File: config.mk
export PLATFORM = sky130hd
export DESIGN_NAME = ptw_walker
export DESIGN_NICKNAME = d
export VERILOG_FILES = /design/src/rtl/ptw_pkg.sv /design/src/rtl/ptw_entry_check.sv /design/src/rtl/ptw_seq.sv /design/src/rtl/ptw_walker.sv
export SDC_FILE = /design/constraint.sdc
export NUM_CORES = 1
export LEC_CHECK = 0
export BUFFER_PORTS_ARGS = -buffer_cell sky130_fd_sc_hd__buf_4
export CORE_MARGIN = 1.5
export CORE_UTILIZATION = 40
export DETAILED_ROUTE_END_ITERATION = 6
export PLACE_DENSITY = 0.7
export SYNTH_ARGS = -nofsm -noshare
export SYNTH_HDL_FRONTEND = slang
export SYNTH_SLANG_ARGS = --single-unit
File: constraint.sdc
create_clock -name clk -period 2.37 [get_ports clk]
set_input_delay 0.3555 -clock clk [delete_from_list [all_inputs] [get_ports clk]]
set_output_delay 0.3555 -clock clk [all_outputs]
set_load 0.05 [all_outputs]
File: src/rtl/ptw_pkg.sv
package ptw_pkg;

    localparam int VA_W      = 32;
    localparam int OFF_W     = 12;
    localparam int IDX_W     = 10;
    localparam int FRAME_W   = VA_W - OFF_W;
    localparam int PTE_W     = 32;
    localparam int LEN_W     = IDX_W + 1;
    localparam int PTE_V_BIT = 0;
    localparam int PTE_W_BIT = 1;

    typedef enum logic [2:0] {
        S_IDLE,
        S_RD_DIR,
        S_WT_DIR,
        S_RD_LEAF,
        S_WT_LEAF,
        S_DONE,
        S_FAULT
    } walk_state_e;

    typedef enum logic [1:0] {
        CAUSE_NONE    = 2'd0,
        CAUSE_INVALID = 2'd1,
        CAUSE_WPROT   = 2'd2,
        CAUSE_BOUND   = 2'd3
    } fault_cause_e;

    typedef struct packed {
        logic [IDX_W-1:0] dir;
        logic [IDX_W-1:0] tbl;
        logic [OFF_W-1:0] off;
    } vaddr_t;

    // Byte address of one 32-bit entry inside a table page
    function automatic logic [VA_W-1:0] entry_addr(
        input logic [FRAME_W-1:0] frame,
        input logic [IDX_W-1:0]   idx
    );
        return {frame, idx, 2'b00};
    endfunction

endpackage

File: src/rtl/ptw_entry_check.sv
module ptw_entry_check
    import ptw_pkg::*;
(
    input  logic         valid_bit,
    input  logic         writable_bit,
    input  logic         is_write,
    output logic         pass,
    output fault_cause_e cause
);

    // Invalid has priority over write-protect
    always_comb begin
        if (!valid_bit)
            cause = CAUSE_INVALID;
        else if (is_write && !writable_bit)
            cause = CAUSE_WPROT;
        else
            cause = CAUSE_NONE;
        pass = (cause == CAUSE_NONE);
    end

endmodule

File: src/rtl/ptw_seq.sv
module ptw_seq
    import ptw_pkg::*;
(
    input  logic               clk,
    input  logic               rst,
    input  logic [FRAME_W-1:0] tbl_base_frame,
    input  logic [LEN_W-1:0]   tbl_len,
    input  logic               req_valid,
    input  vaddr_t             req_vaddr,
    input  logic               req_write,
    output logic               req_ready,
    output logic               mem_req,
    output logic [VA_W-1:0]    mem_addr,
    input  logic               mem_rsp_valid,
    input  logic [FRAME_W-1:0] rsp_frame,
    input  logic               chk_pass,
    input  fault_cause_e       chk_cause,
    output logic               acc_write,
    output logic               done,
    output logic [VA_W-1:0]    paddr,
    output logic               fault,
    output logic               fault_level,
    output fault_cause_e       fault_cause
);

    walk_state_e        state_q;
    vaddr_t             va_q;
    logic               wr_q;
    logic [FRAME_W-1:0] frame_q;
    logic               lvl_q;
    fault_cause_e       cause_q;
    logic               beyond_len;

    assign beyond_len = ({1'b0, req_vaddr.dir} >= tbl_len);

    always_ff @(posedge clk) begin
        if (rst) begin
            state_q <= S_IDLE;
            va_q    <= '0;
            wr_q    <= 1'b0;
            frame_q <= '0;
            lvl_q   <= 1'b0;
            cause_q <= CAUSE_NONE;
        end else begin
            case (state_q)
                S_IDLE: begin
                    if (req_valid) begin
                        va_q <= req_vaddr;
                        wr_q <= req_write;
                        if (beyond_len) begin
                            lvl_q   <= 1'b0;
                            cause_q <= CAUSE_BOUND;
                            state_q <= S_FAULT;
                        end else begin
                            frame_q <= tbl_base_frame;
                            state_q <= S_RD_DIR;
                        end
                    end
                end
                S_RD_DIR: state_q <= S_WT_DIR;
                S_WT_DIR: begin
                    if (mem_rsp_valid) begin
                        if (chk_pass) begin
                            frame_q <= rsp_frame;
                            state_q <= S_RD_LEAF;
                        end else begin
                            lvl_q   <= 1'b0;
                            cause_q <= chk_cause;
                            state_q <= S_FAULT;
                        end
                    end
                end
                S_RD_LEAF: state_q <= S_WT_LEAF;
                S_WT_LEAF: begin
                    if (mem_rsp_valid) begin
                        if (chk_pass) begin
                            frame_q <= rsp_frame;
                            state_q <= S_DONE;
                        end else begin
                            lvl_q   <= 1'b1;
                            cause_q <= chk_cause;
                            state_q <= S_FAULT;
                        end
                    end
                end
                S_DONE:  state_q <= S_IDLE;
                S_FAULT: state_q <= S_IDLE;
                default: state_q <= S_IDLE;
            endcase
        end
    end

    always_comb begin
        req_ready   = (state_q == S_IDLE);
        mem_req     = (state_q == S_RD_DIR) || (state_q == S_RD_LEAF);
        mem_addr    = entry_addr(frame_q, (state_q == S_RD_DIR) ? va_q.dir : va_q.tbl);
        acc_write   = wr_q;
        done        = (state_q == S_DONE) || (state_q == S_FAULT);
        fault       = (state_q == S_FAULT);
        paddr       = (state_q == S_DONE) ? {frame_q, va_q.off} : '0;
        fault_level = (state_q == S_FAULT) ? lvl_q : 1'b0;
        fault_cause = (state_q == S_FAULT) ? cause_q : CAUSE_NONE;
    end

    // every read strobe lasts one cycle
    p_single_strobe_r6: assert property (@(posedge clk) disable iff (rst)
        mem_req |=> !mem_req);

    // no new read while the directory response is outstanding
    p_wait_blocks_read_r6: assert property (@(posedge clk) disable iff (rst)
        (state_q == S_WT_DIR && !mem_rsp_valid) |=> !mem_req);

    // out-of-range index faults next cycle without touching memory
    p_bound_fault_r3: assert property (@(posedge clk) disable iff (rst)
        (req_valid && req_ready && beyond_len) |=>
            (fault && fault_cause == CAUSE_BOUND && !fault_level && !mem_req));

    // completion is a single-cycle pulse followed by idle
    p_done_pulse_r10: assert property (@(posedge clk) disable iff (rst)
        done |=> (!done && req_ready));

    // a reported fault always carries a cause
    p_fault_has_cause_r4: assert property (@(posedge clk) disable iff (rst)
        fault |-> (fault_cause != CAUSE_NONE && done));

    // write-protect faults only arise from store accesses
    p_wprot_on_store_r5: assert property (@(posedge clk) disable iff (rst)
        (fault && fault_cause == CAUSE_WPROT) |-> acc_write);

endmodule

File: src/rtl/ptw_walker.sv
module ptw_walker
    import ptw_pkg::*;
(
    input  logic               clk,
    input  logic               rst,
    input  logic [FRAME_W-1:0] tbl_base_frame,
    input  logic [LEN_W-1:0]   tbl_len,
    input  logic               req_valid,
    input  logic [VA_W-1:0]    req_vaddr,
    input  logic               req_write,
    output logic               req_ready,
    output logic               mem_req,
    output logic [VA_W-1:0]    mem_addr,
    input  logic               mem_rsp_valid,
    input  logic [PTE_W-1:0]   mem_rsp_data,
    output logic               done,
    output logic [VA_W-1:0]    paddr,
    output logic               fault,
    output logic               fault_level,
    output logic [1:0]         fault_cause
);

    logic         chk_pass;
    fault_cause_e chk_cause;
    fault_cause_e cause_e;
    logic         acc_write;
    logic         unused_rsvd;

    assign unused_rsvd = ^mem_rsp_data[OFF_W-1:PTE_W_BIT+1];

    ptw_entry_check u_chk (
        .valid_bit    (mem_rsp_data[PTE_V_BIT]),
        .writable_bit (mem_rsp_data[PTE_W_BIT]),
        .is_write     (acc_write),
        .pass         (chk_pass),
        .cause        (chk_cause)
    );

    ptw_seq u_seq (
        .clk            (clk),
        .rst            (rst),
        .tbl_base_frame (tbl_base_frame),
        .tbl_len        (tbl_len),
        .req_valid      (req_valid),
        .req_vaddr      (vaddr_t'(req_vaddr)),
        .req_write      (req_write),
        .req_ready      (req_ready),
        .mem_req        (mem_req),
        .mem_addr       (mem_addr),
        .mem_rsp_valid  (mem_rsp_valid),
        .rsp_frame      (mem_rsp_data[PTE_W-1:OFF_W]),
        .chk_pass       (chk_pass),
        .chk_cause      (chk_cause),
        .acc_write      (acc_write),
        .done           (done),
        .paddr          (paddr),
        .fault          (fault),
        .fault_level    (fault_level),
        .fault_cause    (cause_e)
    );

    assign fault_cause = cause_e;

endmodule

==> summary.md, run 1 <==
| Metric | Value |
|---|---|
| Status | `finished, final reports clean` |
| Fmax | `0.447 GHz` |
| CTS max path bufs | `2` |
| Routed vias/inst | `5.10` |
| Synth Area per Inst | `8.46 sq um` |
| Most common flop cell mapped by yosys | `dfxtp_1` |
| Die area | `8690 sq um` |
| Via count | `3280` |
| Starting Density | `41.7%` |
| Internal cell power | `2250 uW` |
| Crit. End Element | `register` |
| Critical Path Max Stage Delay | `0.74 ns` |
| Commonest non-fill, non-tap cell in the layout | `buf_4` |
| Final Setup Violations | `0` |
| TritonCTS Sinks | `59` |
| Setup crit start kind | `register` |
| Nets | `646` |
| Remaining antenna violation count | `0` |
| H-tree depth | `3` |
| DRC | `0` |
| Final instance area | `4740 sq um` |
| Synth-to-layout area growth | `45.6%` |
| Number of synthesized flops with an enable pin | `0` |
| Clock skew | `0.00480 ns` |
| Site Rows | `32` |
| Initial antenna violation count | `0` |
| CTS tree | `yes` |
| Worst path top cell family by delay | `simple AND/OR/NAND/NOR gates` |
| Slowest cell on the critical path | `o41ai_4` |
| Synth async-reset ratio | `0%` |
| 1st-iter DRT viols | `96` |
| CP Buf/Inv Count | `0` |
| Finished Layout Cells | `643` |
| Minimum clock period | `2.24 ns` |
| Syn. warnings | `0` |
| Worst Path Max Fanout | `21` |
| Part of the power in combinational logic | `42.4%` |
| Cts bufs inserted | `9` |
| Overall power | `3730 uW` |
| Sequential area share after synthesis | `36.3%` |
| Post-Synthesis Cells | `385` |
| Global-route wire length before repair | `14.7 mm` |
| Maxcap violations | `0` |
| Commonest cells after routing, fill and taps aside | `buf_4 (170), nand2_1 (72), dfxtp_1 (58), a21oi_1 (38), and2_1 (33)` |
| Placed Instances | `626` |
| Post-Place Cell Area | `4530 sq um` |
| Port bufs | `158` |
| Final Max Tran Viols | `0` |
| P_leak | `0.00216 uW` |
| Sw Ratio | `39.8%` |
| Ports | `171` |
| Worst slew pin tran | `1.04 ns` |
| Worst rel slew slack | `30.2%` |
| Worst EP required | `2.57 ns` |
| Worst Path Arrival | `2.44 ns` |
| Die Span X | `93.2 um` |
| Clk Latency, worst-skew pair | `0.34 ns` |
| FF+latch count, synth | `59` |
| Distinct cell type count after synthesis | `45` |
| Pwr/cell area | `788 nW/um^2` |
| Reg clk slew, reported paths | `0.07 ns` |
| DRT Pass-1 Iters | `4` |
| Worst vdd ir | `467 uV` |
| Detailed Route WL | `9.34 mm` |
| Largest net degree at the start of global routing | `35` |
| Cell Chain, Critical Path | `nor2b_1, nand2b_1, o41ai_4, and3_4, a211oi_2` |
| Core area | `7810 sq um` |
| Synth Cell Area | `3260 sq um` |
| P_sw | `1490 uW` |
| Critical path class | `reg -> reg` |
| # Post-CTS Setup Buffers | `0` |
| Ant. Diodes | `0` |
| Number of global-route vias before repair | `3174` |
| Share of cells above drive strength 1 | `42.3%` |
| Die H | `93.2 um` |
| Seq pwr share | `33.5%` |
| Tcrit/Tclk final | `94.5%` |
| Post-DP HPWL | `6.68 mm` |
| RePlAce Congestion | `0.768` |
| GRT Resource Usage Total | `21.5%` |
| Hold Fails Final Rpt | `0` |
| Cts hold-fix bufs | `0` |
| Hold/Removal Path Class | `in -> reg` |
| Clk pwr share | `24.1%` |
| RSZ-0062 raised after global routing | `false` |
| Clk root buf | `clkbuf_8` |
| Grt ovf | `0` |
| DR WL/cell | `14.5 um` |
tightest hold or removal path: stages:
cell	delay, ns
buf_4	0.11
nand2_1	0.04
a21oi_1	0.05
power by group through the flow:
stage	registers [uW]	logic [uW]	clock network, uW
floorplan	1510	876	0
finish	1250	1580	899
global route	1270	1700	963
detailed placement	1270	1580	0
CTS	1250	1600	916
global placement	1270	1550	0
cells in the mapped netlist (3+ instances only):
master	count	area (sq um)
a211oi_1	5	37.5
a211oi_2	20	250
a21oi_1	38	190
a31oi_1	21	131
and2_1	33	206
and3_1	3	18.8
buf_2	7	35.0
clkbuf_1	20	75.1
dfxtp_1	59	1180
ha_1	10	125
inv_1	18	67.6
mux2_2	10	113
mux2i_1	20	200
nand2_1	72	270
nor2_1	4	15.0
nor2b_1	5	31.3
o21ai_0	5	25.0
cell type report:
cell class,count,area [sq um]
clock buffer,11,141
sequential,59,1180
fill,727,3070
clock inverter,5,52.6
tap,102,128
inverter,19,71.3
multi-input combinational,277,1890
timing repair buffer,170,1280
layer usage:
| layer | vias to the layer above | part of all wire, % | GRT usage, % |
|---|---|---|---|
| met5 | - | 0 | 0 |
| met4 | 0 | 1.3 | 5.81 |
| met3 | 12 | 8.6 | 8.46 |
| met2 | 115 | 49 | 37.2 |
| met1 | 1507 | 41 | 24.5 |
| li1 | 1646 | - | - |
worst paths after layout:
check	from	end	slack, ns	depth (start not counted)
worst max-delay path	u_seq.acc_write	u_seq.frame_q[8]	0.13	5
worst min-delay path	req_vaddr[12]	u_seq.va_q[12]	0.26	3
worst max register to register	u_seq.acc_write	u_seq.frame_q[8]	0.13	5
worst min register to register	u_seq.va_q[8]	u_seq.va_q[8]	0.45	2
stage by stage:
stage / worst slack (ns) / hold WS (ns) / utilization [%] / setup TNS (ns)
floorplan: 0.359 / 0.430 / - / 0
global placement: -0.103 / 0.437 / 58.0 / -2.09
detailed placement: -0.139 / 0.442 / 58.0 / -2.65
CTS: 0.0264 / 0.248 / 60.7 / 0
global route: 0.0187 / 0.247 / 60.7 / 0
finish: 0.131 / 0.258 / 60.7 / 0
sequential cells by signal, indices dropped and copies added (netlist names):
signal	flops
u_seq.acc_write	1
u_seq.cause_q	2
u_seq.frame_q	20
u_seq.lvl_q	1
u_seq.state_q	3
u_seq.va_q	32
cells by family after synthesis:
group                      Yosys count  synth area share (%)
and+or+nand+nor                    132                  20.0
AOI/OAI and AO/OA                  101                  23.0
DFF                                 59                  36.3
buffers and inverters               51                  6.84
muxes                               30                  9.61
adders and majority gates           10                  3.84
other                                1                 0.115
xor gates and xnor gates             1                 0.269
what timing repair did:
item,in CTS,in global routing
resized for setup,0,1
setup endpoints to repair,21,10
gates cloned,1,0
pin swaps,1,0
Note: power is estimated with default switching activity, not from simulation.
==> inputs of run 2 (changes only) <==
CORE_UTILIZATION = 46   (was 40)
PLACE_DENSITY = 0.79   (was 0.7)
==> summary.md, run 2 (synthesis gave the netlist of run 1 again) <==
| Metric | Value |
|---|---|
| Die Span X | `87.1 um` |
| Remaining antenna violation count | `0` |
| Clk Latency, worst-skew pair | `0.34 ns` |
| Worst EP required | `2.01 ns` |
| Reg clk slew, reported paths | `0.07 ns` |
| Global-route wire length before repair | `14.2 mm` |
| Post-DP HPWL | `6.45 mm` |
| Hold Fails Final Rpt | `0` |
| Worst vdd ir | `508 uV` |
| Hold/Removal Path Class | `in -> reg` |
| Worst rel slew slack | `32.6%` |
| Clk root buf | `clkbuf_8` |
| Reg2Reg Depth | `5` |
| CP startpoint | `u_seq.state_q[0]` |
| Pwr/cell area | `806 nW/um^2` |
| Critical path class | `reg -> out` |
| DRT Pass-1 Iters | `4` |
| Final Max Tran Viols | `0` |
| Synth-to-layout area growth | `46.7%` |
| Hold EP | `u_seq.va_q[20]` |
| Largest net degree at the start of global routing | `42` |
| Hold slack | `0.260 ns` |
| 1st-iter DRT viols | `93` |
| Crit. End Element | `primary output` |
| Overall power | `3850 uW` |
| Maxcap violations | `0` |
| Top reg by flops | `u_seq.va_q` |
| Number of global-route vias before repair | `3198` |
| Port bufs | `158` |
| Commonest non-fill, non-tap cell in the layout | `buf_4` |
| Clock skew | `0.00699 ns` |
| P_leak | `0.00217 uW` |
| CTS max path bufs | `2` |
| Worst Path Arrival | `1.87 ns` |
| Die H | `87.1 um` |
| DR WL/cell | `14.1 um` |
| Die area | `7590 sq um` |
| # Post-CTS Setup Buffers | `0` |
| Ant. Diodes | `0` |
| Grt ovf | `0` |
| Minimum clock period | `2.23 ns` |
| Worst reg2reg setup slack | `0.15 ns` |
| Util after Layout | `69.9%` |
| Worst r2r src | `u_seq.acc_write` |
| RSZ-0062 raised after global routing | `false` |
| Starting Density | `47.7%` |
| Nets | `647` |
| Commonest cells after routing, fill and taps aside | `buf_4 (170), nand2_1 (72), dfxtp_1 (58), a21oi_1 (38), and2_1 (33)` |
| Status | `finished, final reports clean` |
| Tcrit/Tclk final | `93.9%` |
| Site Rows | `30` |
| Cts bufs inserted | `9` |
| H-tree depth | `3` |
| Setup crit start kind | `register` |
| CTS tree | `yes` |
| Hold path startpoint | `req_vaddr[20]` |
| TritonCTS Sinks | `59` |
| RePlAce Congestion | `0.770` |
| Reg-to-reg endpoint | `u_seq.frame_q[5]` |
| Cts hold-fix bufs | `0` |
| Regs by FF count | `u_seq.va_q x32, u_seq.frame_q x20, u_seq.state_q x3` |
| Routed vias/inst | `5.09` |
| Hold depth | `3` |
| Via count | `3247` |
| Detailed Route WL | `9.01 mm` |
| Initial antenna violation count | `0` |
| Core area | `6830 sq um` |
| Ports | `171` |
| DRC | `0` |
| Share of cells above drive strength 1 | `42.6%` |
| Worst slew pin tran | `0.999 ns` |
| GRT Resource Usage Total | `23.7%` |
| Worst Path Max Fanout | `11` |
| Fmax | `0.449 GHz` |
| Largest register FFs | `32` |
| Final Setup Violations | `0` |
==> run 2: area by class of cell <==
cell class,instances,area [sq um]
Fill cell,568,2060
Multi-Input combinational cell,277,1890
Timing Repair Buffer,171,1300
Sequential cell,59,1180
Clock buffer,9,124
Tap cell,96,120
Clock inverter,7,92.6
Inverter,19,71.3
==> run 2: how the worst max path moves through the flow <==
stage | endpoint | slack (ns) | cells past startpoint
2_1_floorplan | mem_addr[10] | 0.36 | 4
3_3_place_gp | u_seq.frame_q[18] | -0.04 | 6
3_5_place_dp | u_seq.frame_q[5] | -0.15 | 6
4_1_cts | mem_addr[11] | 0.04 | 5
5_1_grt | u_seq.frame_q[11] | 0.003 | 5
6_report | mem_addr[11] | 0.14 | 5
==> run 2: through the flow <==
stage	worst slack, ns	instances	cell area (sq um)	setup TNS [ns]
2_1_floorplan	0.359	386	3260	0
3_3_place_gp	-0.0377	621	4540	-0.724
3_5_place_dp	-0.151	621	4540	-2.87
4_1_cts	0.0439	638	4770	0
5_1_grt	0.00299	638	4770	0
6_report	0.145	638	4770	0
==> run 2: routing by layer <==
| metal | GRT usage, % | wire, um |
|---|---|---|
| met3 | 7.68 | 733 |
| met5 | 0 | 0 |
| met4 | 7.94 | 102 |
| met2 | 41.9 | 4530 |
| met1 | 26.8 | 3640 |
==> run 2: worst max-delay path, stage by stage (launching register included) <==
cell     delay [ns]
dfxtp_2        0.38
buf_4          0.19
nor3b_1        0.20
buf_4          0.22
mux2_2         0.36
buf_4          0.19
==> run 2: repair_timing <==
item | CTS | global route
pin swaps | 1 | 0
resized for setup | 0 | 1
gates cloned | 1 | 0
setup endpoints to repair | 21 | 10
==> run 2: power by group <==
part / internal [uW] / total [uW] / leakage (uW) / switching [uW]
Combinational: 601 / 1600 / 0.00159 / 995
Sequential: 1150 / 1250 / 0.000486 / 102
Clock: 587 / 1000 / 0.000101 / 413
Total: 2340 / 3850 / 0.00217 / 1510
==> inputs of run 3 (changes only) <==
ABC_AREA = 1   (was unset)
==> summary.md, run 3 <==
| Metric | Value |
|---|---|
| Top cell type's share of synthesized area | `35.4%` |
| Post-Synthesis Cells | `525` |
| Synth async-reset ratio | `0%` |
| Synth Area per Inst | `6.35 sq um` |
| Syn. warnings | `0` |
| Overall power | `6200 uW` |
| Most common flop cell mapped by yosys | `dfxtp_1` |
| Synth top cells by count | `nand2_1 (137), nor2_1 (74), inv_1 (70)` |
| Synth area leaders | `dfxtp_1 (35%), nand2_1 (15%), a21oi_1 (8.9%)` |
| 1st-iter DRT viols | `260` |
| Status | `finished, final reports clean` |
| P_leak | `0.00246 uW` |
| Port bufs | `158` |
| FF+latch count, synth | `59` |
| Critical Path Max Stage Delay | `0.44 ns` |
| Pwr/cell area | `1280 nW/um^2` |
| Regs by FF count | `u_seq.va_q x32, u_seq.frame_q x20, u_seq.state_q x3` |
| Hold/Removal Path Class | `in -> reg` |
| Critical path class | `reg -> out` |
| TritonCTS Sinks | `59` |
| Clk root buf | `clkbuf_8` |
| Finished Layout Cells | `774` |
| Crit. End Element | `primary output` |
| Reg clk slew, reported paths | `0.07 ns` |
| Setup crit start kind | `register` |
| Via count | `3722` |
| Placed Instances | `758` |
| Remaining antenna violation count | `0` |
| Core area | `6910 sq um` |
| DR WL/cell | `12.2 um` |
| Clk Latency, worst-skew pair | `0.32 ns` |
| Largest area contributor in the netlist | `dfxtp_1` |
| RSZ-0062 raised after global routing | `false` |
| Top reg by flops | `u_seq.va_q` |
| H-tree depth | `3` |
| Hold Fails Final Rpt | `0` |
| Most common cell in the netlist | `nand2_1` |
| Number of global-route vias before repair | `3354` |
| Seq pwr share | `24.2%` |
| Starting Density | `48.3%` |
| Ports | `171` |
| GRT Resource Usage Total | `23.5%` |
| Ant. Diodes | `0` |
| Worst EP required | `2.01 ns` |
| Largest register FFs | `32` |
| Sequential area share after synthesis | `35.4%` |
| Internal cell power | `3170 uW` |
| Share of cells above drive strength 1 | `29.8%` |
| CTS tree | `yes` |
| Worst vdd ir | `769 uV` |
| Post-DP HPWL | `6.98 mm` |
| Final Setup Violations | `0` |
| CP dominant cell by count | `buf_4` |
| Nets | `783` |
| Detailed Route WL | `9.44 mm` |
| Die area | `7770 sq um` |
| P_sw | `3030 uW` |
| Largest net degree at the start of global routing | `44` |
| Initial antenna violation count | `0` |
| Part of the power in combinational logic | `60.2%` |
| Worst Path Max Fanout | `19` |
| CTS max path bufs | `2` |
| Clock skew | `0.00589 ns` |
| Fmax | `0.488 GHz` |
| Routed vias/inst | `4.81` |
| Minimum clock period | `2.05 ns` |
| PostCTS Resize Cnt | `0` |
| Worst Path Arrival | `1.69 ns` |
| Cts bufs inserted | `9` |
| DRC | `0` |
| Site Rows | `30` |
| Maxcap violations | `0` |
| Commonest cells after routing, fill and taps aside | `buf_4 (164), nand2_1 (137), nor2_1 (73), inv_1 (70)` |
| Clk pwr share | `15.6%` |
| Global-route wire length before repair | `14.4 mm` |
| Number of synthesized flops with an enable pin | `0` |
| Die H | `88.1 um` |
| Cts hold-fix bufs | `0` |
| Commonest non-fill, non-tap cell in the layout | `buf_4` |
| Grt ovf | `0` |
| Slowest cell on the critical path | `dfxtp_1` |
| Distinct cell type count after synthesis | `26` |
| Cell Chain, Critical Path | `nand3_1, buf_4, nor2_1, buf_4` |
| Synth Cell Area | `3330 sq um` |
| RePlAce Congestion | `0.847` |
| Die Span X | `88.1 um` |
| Sw Ratio | `48.8%` |
| # Post-CTS Setup Buffers | `0` |
| Tcrit/Tclk final | `86.4%` |
| DRT Pass-1 Iters | `4` |
| Final Max Tran Viols | `0` |
| Synth-to-layout area growth | `45.3%` |
-- run 3: worst paths after layout --
check	startpoint	slack, ns	depth (start not counted)	endpoint
hold / removal	req_vaddr[16]	0.31	3	u_seq.va_q[16]
setup / recovery	u_seq.state_q[2]	0.32	4	paddr[23]
setup reg to reg	u_seq.state_q[1]	0.44	10	u_seq.lvl_q
hold reg to reg	u_seq.va_q[1]	0.45	2	u_seq.va_q[1]
-- run 3: per-stage QoR --
stage                     utilization [%]  TNS, ns  worst slack, ns  area (sq um)  hold slack (ns)
after floorplan                         -  -0.0413          -0.0138          3380            0.425
after global placement               67.1        0            0.520          4640            0.439
after detailed placement             67.1        0            0.465          4640            0.447
after CTS                            70.1        0            0.299          4840            0.291
after global routing                 70.1        0            0.240          4840            0.305
final                                70.1        0            0.323          4840            0.306
-- run 3: kinds of logic after synthesis --
group,after synthesis,synth area share [%]
compound gates,95,14.9
buf+inv,105,13.1
other cells,1,0.113
simple gates,255,32.7
fa+ha+maj,10,3.75
flops,59,35.4
-- run 3: area by class of cell --
type	count	area (sq um)
clock buffer	10	128
inverter	74	279
multi-input combinational	362	1760
sequential	59	1180
timing repair buffer	167	1290
fill	652	2060
tap	96	120
clock inverter	6	80.1
-- run 3: critical path: cells and delay by family (launching register included) --
family | cells | cell delay [ns]
buf+inv | 2 | 0.51
flops | 1 | 0.44
simple gates | 2 | 0.40
-- run 3: power groups by stage --
stage	logic, uW	registers [uW]	clock network (uW)
detailed placement	3710	1520	0
CTS	3740	1500	983
global placement	3620	1500	0
global route	4100	1530	1030
finish	3730	1500	967
floorplan	2480	1870	0
-- run 3: layer usage --
layer	global-route usage (%)	up-vias	share of wire, %	wire (um)
met4	10.2	0	1.6	150
met3	3.20	12	5.1	485
li1	-	1924	-	-
met2	42.0	113	51	4830
met5	0	-	0	0
met1	28.1	1673	42	3980
